`config.mk`:
```
export PLATFORM = sky130hd
export DESIGN_NAME = cec_rx_frame_store
export DESIGN_NICKNAME = d
export VERILOG_FILES = /design/src/rtl/cec_rx_pkg.sv /design/src/rtl/cec_rx_capture.sv /design/src/rtl/cec_rx_slot.sv /design/src/rtl/cec_rx_age.sv /design/src/rtl/cec_rx_frame_store.sv
export SDC_FILE = /design/constraint.sdc
export NUM_CORES = 1
export LEC_CHECK = 0
export BUFFER_PORTS_ARGS = -buffer_cell sky130_fd_sc_hd__buf_2
export CELL_PAD_IN_SITES_DETAIL_PLACEMENT = 1
export CELL_PAD_IN_SITES_GLOBAL_PLACEMENT = 1
export CORE_AREA = 2 2 182 184
export DETAILED_ROUTE_END_ITERATION = 10
export DIE_AREA = 0 0 184 186
export PLACE_DENSITY = 0.78
export SETUP_SLACK_MARGIN = 0.15
export SYNTH_ARGS = -nofsm -noshare
export SYNTH_HDL_FRONTEND = slang
export SYNTH_HIERARCHICAL = 1
export SYNTH_SLANG_ARGS = --single-unit
```
`constraint.sdc`:
```
create_clock -name clk -period 4.4 [get_ports clk]
set_input_delay 0 -clock clk [delete_from_list [all_inputs] [get_ports clk]]
set_output_delay 0 -clock clk [all_outputs]
set_load 0.005 [all_outputs]
```
`src/rtl/cec_rx_pkg.sv`:
```
package cec_rx_pkg;

  typedef enum logic {
    MODE_SINGLE = 1'b0,
    MODE_MULTI  = 1'b1
  } buf_mode_e;

  // bits needed to index n items (at least one)
  function automatic int idx_bits(int n);
    return (n > 1) ? $clog2(n) : 1;
  endfunction

  // bits needed to count from 0 up to n inclusive
  function automatic int cnt_bits(int n);
    return $clog2(n + 1);
  endfunction

endpackage

```
`src/rtl/cec_rx_capture.sv`:
```
module cec_rx_capture import cec_rx_pkg::*; #(
  parameter int NUM_BUF     = 3,
  parameter int FRAME_BYTES = 16,
  parameter int BYTE_W      = 8
) (
  input  logic                              clk,
  input  logic                              rst_n,
  input  logic                              frm_start,
  input  logic                              byte_vld,
  input  logic [BYTE_W-1:0]                 byte_data,
  input  logic                              frm_end,
  input  logic                              frm_err,
  input  logic [NUM_BUF-1:0]                free_mask,
  output logic                              wr_en,
  output logic [idx_bits(NUM_BUF)-1:0]      wr_buf,
  output logic [idx_bits(FRAME_BYTES)-1:0]  wr_idx,
  output logic [BYTE_W-1:0]                 wr_data,
  output logic                              commit,
  output logic [cnt_bits(FRAME_BYTES)-1:0]  commit_len,
  output logic                              start_blocked
);
  localparam int BUF_W = idx_bits(NUM_BUF);
  localparam int IDX_W = idx_bits(FRAME_BYTES);
  localparam int CNT_W = cnt_bits(FRAME_BYTES);

  logic             act_q, act_d, drop_q, drop_d, bad_q, bad_d;
  logic [BUF_W-1:0] tgt_q, tgt_d, tgt_pick;
  logic [CNT_W-1:0] cnt_q, cnt_d;
  logic             found, full_q;

  assign full_q = (cnt_q == CNT_W'(FRAME_BYTES));

  always_comb begin
    tgt_pick = '0;
    found    = 1'b0;
    for (int i = NUM_BUF - 1; i >= 0; i--) begin
      if (free_mask[i]) begin
        tgt_pick = BUF_W'(i);
        found    = 1'b1;
      end
    end
  end

  always_comb begin
    act_d  = act_q;
    drop_d = drop_q;
    bad_d  = bad_q;
    tgt_d  = tgt_q;
    cnt_d  = cnt_q;
    if (frm_start) begin
      act_d  = 1'b1;
      drop_d = ~found;
      bad_d  = 1'b0;
      tgt_d  = tgt_pick;
      cnt_d  = '0;
    end else if (act_q && byte_vld) begin
      if (full_q) bad_d = 1'b1;
      else        cnt_d = cnt_q + 1'b1;
    end else if (act_q && frm_end) begin
      act_d = 1'b0;
    end
  end

  always_ff @(posedge clk or negedge rst_n) begin
    if (!rst_n) begin
      act_q  <= 1'b0;
      drop_q <= 1'b0;
      bad_q  <= 1'b0;
      tgt_q  <= '0;
      cnt_q  <= '0;
    end else begin
      act_q  <= act_d;
      drop_q <= drop_d;
      bad_q  <= bad_d;
      tgt_q  <= tgt_d;
      cnt_q  <= cnt_d;
    end
  end

  assign wr_en         = act_q & byte_vld & ~frm_start & ~drop_q & ~full_q;
  assign wr_buf        = tgt_q;
  assign wr_idx        = cnt_q[IDX_W-1:0];
  assign wr_data       = byte_data;
  assign commit        = act_q & frm_end & ~frm_start & ~byte_vld & ~drop_q
                       & ~bad_q & ~frm_err & (cnt_q != '0);
  assign commit_len    = cnt_q;
  assign start_blocked = frm_start & ~found;


  commit_len_range_chk: assert property (@(posedge clk) disable iff (!rst_n)
    commit |-> (commit_len != '0) && (commit_len <= CNT_W'(FRAME_BYTES)));

  blocked_no_write_chk: assert property (@(posedge clk) disable iff (!rst_n)
    (frm_start && free_mask == '0) |=> !wr_en && !commit);

endmodule

```
`src/rtl/cec_rx_slot.sv`:
```
module cec_rx_slot import cec_rx_pkg::*; #(
  parameter int FRAME_BYTES = 16,
  parameter int BYTE_W      = 8
) (
  input  logic                              clk,
  input  logic                              rst_n,
  input  logic                              wr_en,
  input  logic [idx_bits(FRAME_BYTES)-1:0]  wr_idx,
  input  logic [BYTE_W-1:0]                 wr_data,
  input  logic                              commit,
  input  logic [cnt_bits(FRAME_BYTES)-1:0]  commit_len,
  input  logic [idx_bits(FRAME_BYTES)-1:0]  rd_idx,
  output logic [BYTE_W-1:0]                 rd_data,
  output logic [cnt_bits(FRAME_BYTES)-1:0]  len
);
  localparam int CNT_W = cnt_bits(FRAME_BYTES);

  logic [BYTE_W-1:0] mem_q [FRAME_BYTES];
  logic [CNT_W-1:0]  len_q, len_d;

  always_ff @(posedge clk) begin
    if (wr_en) mem_q[wr_idx] <= wr_data;
  end

  always_comb len_d = commit ? commit_len : len_q;

  always_ff @(posedge clk or negedge rst_n) begin
    if (!rst_n) len_q <= '0;
    else        len_q <= len_d;
  end

  assign rd_data = mem_q[rd_idx];
  assign len     = len_q;

endmodule

```
`src/rtl/cec_rx_age.sv`:
```
module cec_rx_age import cec_rx_pkg::*; #(
  parameter int NUM_BUF = 3
) (
  input  logic                                  clk,
  input  logic                                  rst_n,
  input  logic [NUM_BUF-1:0]                    clr,
  input  logic                                  commit,
  input  logic [idx_bits(NUM_BUF)-1:0]          commit_buf,
  input  logic [NUM_BUF-1:0]                    irq_mask,
  output logic [NUM_BUF*cnt_bits(NUM_BUF)-1:0]  stamp_flat,
  output logic [NUM_BUF-1:0]                    rdy
);
  localparam int BUF_W = idx_bits(NUM_BUF);
  localparam int ST_W  = cnt_bits(NUM_BUF);

  logic [ST_W-1:0]    st_q [NUM_BUF];
  logic [ST_W-1:0]    st_d [NUM_BUF];
  logic [NUM_BUF-1:0] rdy_q, rdy_d;

  always_comb begin
    int surv;
    surv = 0;
    for (int i = 0; i < NUM_BUF; i++) begin
      int dec;
      dec = 0;
      for (int j = 0; j < NUM_BUF; j++) begin
        if (clr[j] && st_q[j] != '0 && st_q[j] < st_q[i]) dec++;
      end
      st_d[i]  = clr[i] ? '0 : st_q[i] - ST_W'(dec);
      rdy_d[i] = clr[i] ? 1'b0 : rdy_q[i];
      if (st_d[i] != '0) surv++;
    end
    for (int i = 0; i < NUM_BUF; i++) begin
      if (commit && commit_buf == BUF_W'(i)) begin
        st_d[i]  = ST_W'(surv + 1);
        rdy_d[i] = irq_mask[i];
      end
    end
  end

  always_ff @(posedge clk or negedge rst_n) begin
    if (!rst_n) begin
      for (int i = 0; i < NUM_BUF; i++) st_q[i] <= '0;
      rdy_q <= '0;
    end else begin
      for (int i = 0; i < NUM_BUF; i++) st_q[i] <= st_d[i];
      rdy_q <= rdy_d;
    end
  end

  for (genvar g = 0; g < NUM_BUF; g++) begin : g_out
    assign stamp_flat[g*ST_W +: ST_W] = st_q[g];


    clr_empties_chk: assert property (@(posedge clk) disable iff (!rst_n)
      (clr[g] && !(commit && commit_buf == BUF_W'(g))) |=> (st_q[g] == '0) && !rdy_q[g]);

    rdy_needs_stamp_chk: assert property (@(posedge clk) disable iff (!rst_n)
      rdy_q[g] |-> (st_q[g] != '0));

    commit_stamps_chk: assert property (@(posedge clk) disable iff (!rst_n)
      (commit && commit_buf == BUF_W'(g)) |=> (st_q[g] != '0));
  end

  assign rdy = rdy_q;

endmodule

```
`src/rtl/cec_rx_frame_store.sv`:
```
module cec_rx_frame_store import cec_rx_pkg::*; #(
  parameter int NUM_BUF     = 3,
  parameter int FRAME_BYTES = 16,
  parameter int BYTE_W      = 8
) (
  input  logic                                       clk,
  input  logic                                       rst_n,
  input  logic                                       mode_multi,
  input  logic                                       frm_start,
  input  logic                                       byte_vld,
  input  logic [BYTE_W-1:0]                          byte_data,
  input  logic                                       frm_end,
  input  logic                                       frm_err,
  input  logic [NUM_BUF-1:0]                         irq_mask,
  input  logic [NUM_BUF-1:0]                         clr_strobe,
  input  logic                                       ovf_clr,
  input  logic [idx_bits(NUM_BUF)-1:0]               rd_buf,
  input  logic [idx_bits(FRAME_BYTES)-1:0]           rd_idx,
  output logic [BYTE_W-1:0]                          rd_data,
  output logic [NUM_BUF*cnt_bits(FRAME_BYTES)-1:0]   buf_len,
  output logic [NUM_BUF*cnt_bits(NUM_BUF)-1:0]       buf_stamp,
  output logic [NUM_BUF-1:0]                         rdy_status,
  output logic                                       irq,
  output logic                                       ovf_flag
);
  localparam int BUF_W = idx_bits(NUM_BUF);
  localparam int IDX_W = idx_bits(FRAME_BYTES);
  localparam int CNT_W = cnt_bits(FRAME_BYTES);
  localparam int ST_W  = cnt_bits(NUM_BUF);

  buf_mode_e          mode;
  logic [NUM_BUF-1:0] enabled, free_mask;
  logic               wr_en, commit, start_blocked;
  logic [BUF_W-1:0]   wr_buf;
  logic [IDX_W-1:0]   wr_idx;
  logic [BYTE_W-1:0]  wr_data;
  logic [CNT_W-1:0]   commit_len;
  logic [BYTE_W-1:0]  slot_rd [NUM_BUF];
  logic               ovf_q, ovf_d;

  assign mode = buf_mode_e'(mode_multi);

  for (genvar g = 0; g < NUM_BUF; g++) begin : g_slot
    assign enabled[g]   = (mode == MODE_MULTI) || (g == 0);
    assign free_mask[g] = enabled[g] && (buf_stamp[g*ST_W +: ST_W] == '0);

    cec_rx_slot #(.FRAME_BYTES(FRAME_BYTES), .BYTE_W(BYTE_W)) u_slot (
      .clk        (clk),
      .rst_n      (rst_n),
      .wr_en      (wr_en && wr_buf == BUF_W'(g)),
      .wr_idx     (wr_idx),
      .wr_data    (wr_data),
      .commit     (commit && wr_buf == BUF_W'(g)),
      .commit_len (commit_len),
      .rd_idx     (rd_idx),
      .rd_data    (slot_rd[g]),
      .len        (buf_len[g*CNT_W +: CNT_W])
    );
  end

  cec_rx_capture #(.NUM_BUF(NUM_BUF), .FRAME_BYTES(FRAME_BYTES), .BYTE_W(BYTE_W)) u_cap (
    .clk           (clk),
    .rst_n         (rst_n),
    .frm_start     (frm_start),
    .byte_vld      (byte_vld),
    .byte_data     (byte_data),
    .frm_end       (frm_end),
    .frm_err       (frm_err),
    .free_mask     (free_mask),
    .wr_en         (wr_en),
    .wr_buf        (wr_buf),
    .wr_idx        (wr_idx),
    .wr_data       (wr_data),
    .commit        (commit),
    .commit_len    (commit_len),
    .start_blocked (start_blocked)
  );

  cec_rx_age #(.NUM_BUF(NUM_BUF)) u_age (
    .clk        (clk),
    .rst_n      (rst_n),
    .clr        (clr_strobe),
    .commit     (commit),
    .commit_buf (wr_buf),
    .irq_mask   (irq_mask),
    .stamp_flat (buf_stamp),
    .rdy        (rdy_status)
  );

  always_comb begin
    rd_data = '0;
    for (int i = 0; i < NUM_BUF; i++) begin
      if (rd_buf == BUF_W'(i)) rd_data = slot_rd[i];
    end
  end

  always_comb ovf_d = start_blocked ? 1'b1 : (ovf_clr ? 1'b0 : ovf_q);

  always_ff @(posedge clk or negedge rst_n) begin
    if (!rst_n) ovf_q <= 1'b0;
    else        ovf_q <= ovf_d;
  end

  assign ovf_flag = ovf_q;
  assign irq      = |rdy_status;


  single_mode_slot0_chk: assert property (@(posedge clk) disable iff (!rst_n)
    (commit && !mode_multi) |-> (wr_buf == '0));

  ovf_sticky_chk: assert property (@(posedge clk) disable iff (!rst_n)
    (ovf_q && !ovf_clr) |=> ovf_q);

endmodule

```
==> metrics.txt <==
# TYPE chip_impl_metric gauge
chip_impl_metric{name="timing.final.hold_violations",unit=""} 0
chip_impl_metric{name="report.final.slew_viol_count",unit=""} 0
chip_impl_metric{name="power.static_leakage",unit="uW"} 0.00669
chip_impl_metric{name="cts_buffer_count",unit=""} 43
chip_impl_metric{name="antenna_violating_nets_post_route",unit=""} 0
chip_impl_metric{name="layout-drive-gt1-share",unit="%"} 22.0
chip_impl_metric{name="fp-row-count",unit=""} 66
chip_impl_metric{name="yosysUniqueCellTypes",unit=""} 52
chip_impl_info{name="cts_tree",value="done"} 1
chip_impl_metric{name="cp_max_fo",unit=""} 6
chip_impl_metric{name="drt-initial-drc-count",unit=""} 609
chip_impl_metric{name="diode_count",unit=""} 0
chip_impl_metric{name="async_sr_flop_fraction",unit="%"} 8.35
chip_impl_metric{name="routed_wire_length_per_instance",unit="um"} 27.4
chip_impl_metric{name="area.growth.synth_to_final",unit="%"} 11.9
chip_impl_metric{name="post_cts_hold_buffer_count",unit=""} 16
chip_impl_metric{name="avgSynthCellArea",unit="sq um"} 19.5
chip_impl_metric{name="fin_total_pwr",unit="uW"} 8240
chip_impl_metric{name="setup_buffers_after_cts",unit=""} 0
chip_impl_metric{name="crit_arrival",unit="ns"} 3.96
chip_impl_metric{name="fin_skew",unit="ns"} 0.0166
chip_impl_metric{name="timing.final.crit_share",unit="%"} 80.5
chip_impl_metric{name="io-pin-count",unit=""} 62
chip_impl_metric{name="grt_pass1_vias",unit=""} 9473
chip_impl_metric{name="whs",unit="ns"} 0.0838
chip_impl_metric{name="floorplan.die.width",unit="um"} 184
chip_impl_info{name="worst_setup_path_type",value="reg -> reg"} 1
chip_impl_info{name="clock-root-buffer",value="sky130_fd_sc_hd__clkbuf_16"} 1
chip_impl_metric{name="detail_route.wirelength",unit="mm"} 39.0
chip_impl_metric{name="yosysSeqAreaShare",unit="%"} 71.8
chip_impl_metric{name="syn-instance-count",unit=""} 884
chip_impl_metric{name="highest_attainable_clock_frequency",unit="MHz"} 282
chip_impl_metric{name="global_route_wire_length_before_repair",unit="mm"} 59.2
chip_impl_metric{name="fin_tns_setup",unit="ns"} 0
chip_impl_metric{name="drt-vias-per-instance",unit=""} 6.18
chip_impl_metric{name="worst_ir_drop_vdd",unit="mV"} 0.366
chip_impl_metric{name="grt_start_max_net_pins",unit=""} 67
chip_impl_info{name="run_status",value="finished clean"} 1
chip_impl_metric{name="dpl.hpwl",unit="mm"} 24.3
chip_impl_metric{name="cts.clk_slew.worst_paths",unit="ns"} 0.06
chip_impl_metric{name="drc",unit=""} 0
chip_impl_metric{name="fin_nets",unit=""} 1022
chip_impl_metric{name="antenna_found_initial",unit=""} 0
chip_impl_metric{name="cts-resized-gates",unit=""} 0
chip_impl_metric{name="cts_num_sinks",unit=""} 419
chip_impl_metric{name="drt-pass1-iter-count",unit=""} 5
chip_impl_metric{name="setup_viol_count_final",unit=""} 0
chip_impl_metric{name="synth_enable_flop_cells",unit=""} 384
chip_impl_metric{name="final_period_minus_worst_setup_slack",unit="ns"} 3.54
chip_impl_metric{name="coreArea",unit="sq um"} 32200
chip_impl_info{name="worstSetupStartpointType",value="register"} 1
chip_impl_metric{name="synth_area",unit="sq um"} 17300
chip_impl_metric{name="cts.path.max_buffers",unit=""} 3
chip_impl_info{name="rsz0062_at_grt",value="no"} 1
chip_impl_metric{name="power-per-cell-area",unit="nW/um^2"} 426
chip_impl_metric{name="crit_required",unit="ns"} 4.82
chip_impl_metric{name="globalRoute.totalOverflow",unit=""} 0
chip_impl_metric{name="die_area",unit="sq um"} 34200
chip_impl_metric{name="yosysWarningCount",unit=""} 6
chip_impl_info{name="synth-main-ff-cell",value="sky130_fd_sc_hd__edfxtp_1"} 1
chip_impl_metric{name="grtUsageTotal",unit="%"} 23.7
chip_impl_metric{name="max_slew_margin",unit="%"} 32.2
chip_impl_metric{name="vias",unit=""} 8771
chip_impl_metric{name="worstSkewPairLatency",unit="ns"} 0.55
chip_impl_metric{name="timing_worst_slew_pin_value",unit="ns"} 1.02
chip_impl_info{name="hold_class",value="in -> reg"} 1
chip_impl_info{name="crit_path_end_kind",value="register"} 1
chip_impl_metric{name="synth.ff_latch_count",unit=""} 419
chip_impl_metric{name="effective_utilization_at_floorplan",unit="%"} 53.6
chip_impl_metric{name="port-buffer-count",unit=""} 61
chip_impl_metric{name="fp.dieH",unit="um"} 186
chip_impl_metric{name="synth_fp_nets",unit=""} 928
chip_impl_metric{name="gp_congestion",unit=""} 0.797
chip_impl_metric{name="max_cap_viol_count",unit=""} 0
chip_impl_metric{name="number_of_h_tree_levels",unit=""} 2
metal layers:
metal / track usage, % / vias up / wire, um
li1: - / 3826 / -
met5: 0 / - / 0
met4: 7.46 / 0 / 1050
met3: 3.58 / 64 / 2140
met1: 31.9 / 4597 / 15900
met2: 40.4 / 284 / 19900
registers in the layout, summed over array words and instances (netlist names):
signal	cells
g_slot.u_slot/mem_q	384
g_slot.u_slot/len	15
u_age/stamp_flat	6
u_cap/commit_len	5
u_age/rdy	3
u_cap/wr_buf	2
ovf_flag	1
u_cap/act_q	1
u_cap/bad_q	1
u_cap/drop_q	1
logic make-up after synthesis:
family	synth area share [%]
AO/OA/AOI/OAI	3.78
XOR/XNOR	0.435
adder cells (fa/ha/maj)	1.16
buffers and inverters	2.66
flip-flops	71.8
multiplexers	15.1
AND/OR/NAND/NOR	4.98
through the flow:
| stage | setup WS (ns) | utilization, % | cell area, sq um | std cells |
|---|---|---|---|---|
| 4_1_cts | 0.968 | 60.0 | 19300 | 1420 |
| 5_1_grt | 0.699 | 60.0 | 19300 | 1420 |
| 3_5_place_dp | 1.01 | 55.4 | 17800 | 1325 |
| 2_1_floorplan | 1.31 | - | 17300 | 884 |
| 6_report | 0.859 | 60.0 | 19300 | 1420 |
| 3_3_place_gp | 1.15 | 55.4 | 17800 | 1325 |
worst max-delay path, stage by stage, from the launching register on:
cell and delay [ns]:
sky130_fd_sc_hd__dfrtp_1 0.45, sky130_fd_sc_hd__inv_1 0.07, sky130_fd_sc_hd__ha_1 0.29, sky130_fd_sc_hd__nor2b_1 0.16, sky130_fd_sc_hd__o21ai_0 0.19, sky130_fd_sc_hd__nor2_1 0.07
sky130_fd_sc_hd__ha_1 0.31, sky130_fd_sc_hd__ha_1 0.20, sky130_fd_sc_hd__xor2_1 0.15, sky130_fd_sc_hd__xnor2_1 0.16, sky130_fd_sc_hd__a21oi_1 0.25, sky130_fd_sc_hd__ha_1 0.25
sky130_fd_sc_hd__nand3b_1 0.09, sky130_fd_sc_hd__mux2_2 0.28, sky130_fd_sc_hd__a31o_1 0.25, sky130_fd_sc_hd__a31o_1 0.24
path summary, 6_finish.rpt:
path | endpoint | start | slack (ns) | cells after the start
hold reg to reg | ovf_flag$_DFFE_PN0P_ | ovf_flag$_DFFE_PN0P_ | 0.48 | 1
setup / recovery | u_age/stamp_flat[1]$_DFF_PN0_ | u_age/stamp_flat[3]$_DFF_PN0_ | 0.86 | 15
min in group asynchronous | u_cap/commit_len[0]$_DFFE_PN0P_ | rst_n | 0.10 | 2
max in group asynchronous | ovf_flag$_DFFE_PN0P_ | rst_n | 3.79 | 2
setup reg to reg | u_age/stamp_flat[1]$_DFF_PN0_ | u_age/stamp_flat[3]$_DFF_PN0_ | 0.86 | 15
hold / removal | u_age/stamp_flat[2]$_DFF_PN0_ | frm_err | 0.08 | 6
cell usage after synthesis, types with 5 or more instances:
| cell | n | area (sq um) |
|---|---|---|
| sky130_fd_sc_hd__nor2_1 | 51 | 191 |
| sky130_fd_sc_hd__nand2b_1 | 8 | 50.1 |
| sky130_fd_sc_hd__nand3_1 | 5 | 25.0 |
| sky130_fd_sc_hd__and3b_1 | 6 | 52.6 |
| sky130_fd_sc_hd__nand3b_1 | 9 | 67.6 |
| sky130_fd_sc_hd__mux4_1 | 42 | 1100 |
| sky130_fd_sc_hd__ha_1 | 16 | 200 |
| sky130_fd_sc_hd__nor3b_1 | 6 | 45.0 |
| sky130_fd_sc_hd__mux4_2 | 54 | 1220 |
| sky130_fd_sc_hd__o21ai_0 | 9 | 45.0 |
| sky130_fd_sc_hd__clkdlybuf4s25_2 | 9 | 90.1 |
| sky130_fd_sc_hd__o2bb2ai_1 | 9 | 78.8 |
| sky130_fd_sc_hd__a21oi_1 | 8 | 40.0 |
| sky130_fd_sc_hd__inv_1 | 17 | 63.8 |
| sky130_fd_sc_hd__edfxtp_1 | 384 | 11500 |
| sky130_fd_sc_hd__nand2_1 | 38 | 143 |
| sky130_fd_sc_hd__buf_2 | 10 | 50.1 |
| sky130_fd_sc_hd__nor2b_1 | 6 | 37.5 |
| sky130_fd_sc_hd__a22oi_1 | 48 | 360 |
| sky130_fd_sc_hd__dfrtp_1 | 35 | 876 |
| sky130_fd_sc_hd__nor3_1 | 17 | 85.1 |
| sky130_fd_sc_hd__mux2_2 | 16 | 180 |
| sky130_fd_sc_hd__buf_4 | 15 | 113 |
| sky130_fd_sc_hd__mux2i_1 | 10 | 100 |
| sky130_fd_sc_hd__buf_6 | 12 | 135 |
power by group:
part	switching, uW	internal (uW)	total (uW)
clock	1480	1970	3450
sequential	8.97	4360	4370
combinational	270	154	425
total	1760	6490	8240
cells in the final DEF, fill, tap and decap left out, drive strengths merged, types with 3 or more instances in the layout:
cell type / n
nand2b: 8
and3b: 6
and2b: 3
clkbuf: 58
mux2i: 10
nor3b: 8
or3b: 3
nand2: 38
mux2: 17
nor2: 51
nand3b: 9
xnor2: 4
o21ai: 9
a21oi: 9
edfxtp: 384
nor3: 17
clkinv: 17
buf: 80
ha: 16
a31o: 5
and2: 3
a22oi: 48
o2bb2ai: 9
dlygate4sd3: 16
nor2b: 7
mux4: 96
nand3: 5
inv: 19
dfrtp: 35
final cells by class:
type / instances / area (sq um)
Clock buffer: 58 / 1150
Clock inverter: 21 / 173
Fill cell: 2795 / 12900
Inverter: 18 / 67.6
Multi-Input combinational cell: 400 / 4400
Sequential cell: 419 / 12400
Tap cell: 408 / 510
Timing Repair Buffer: 96 / 617
No activity file was read; power rests on OpenSTA's default activity.
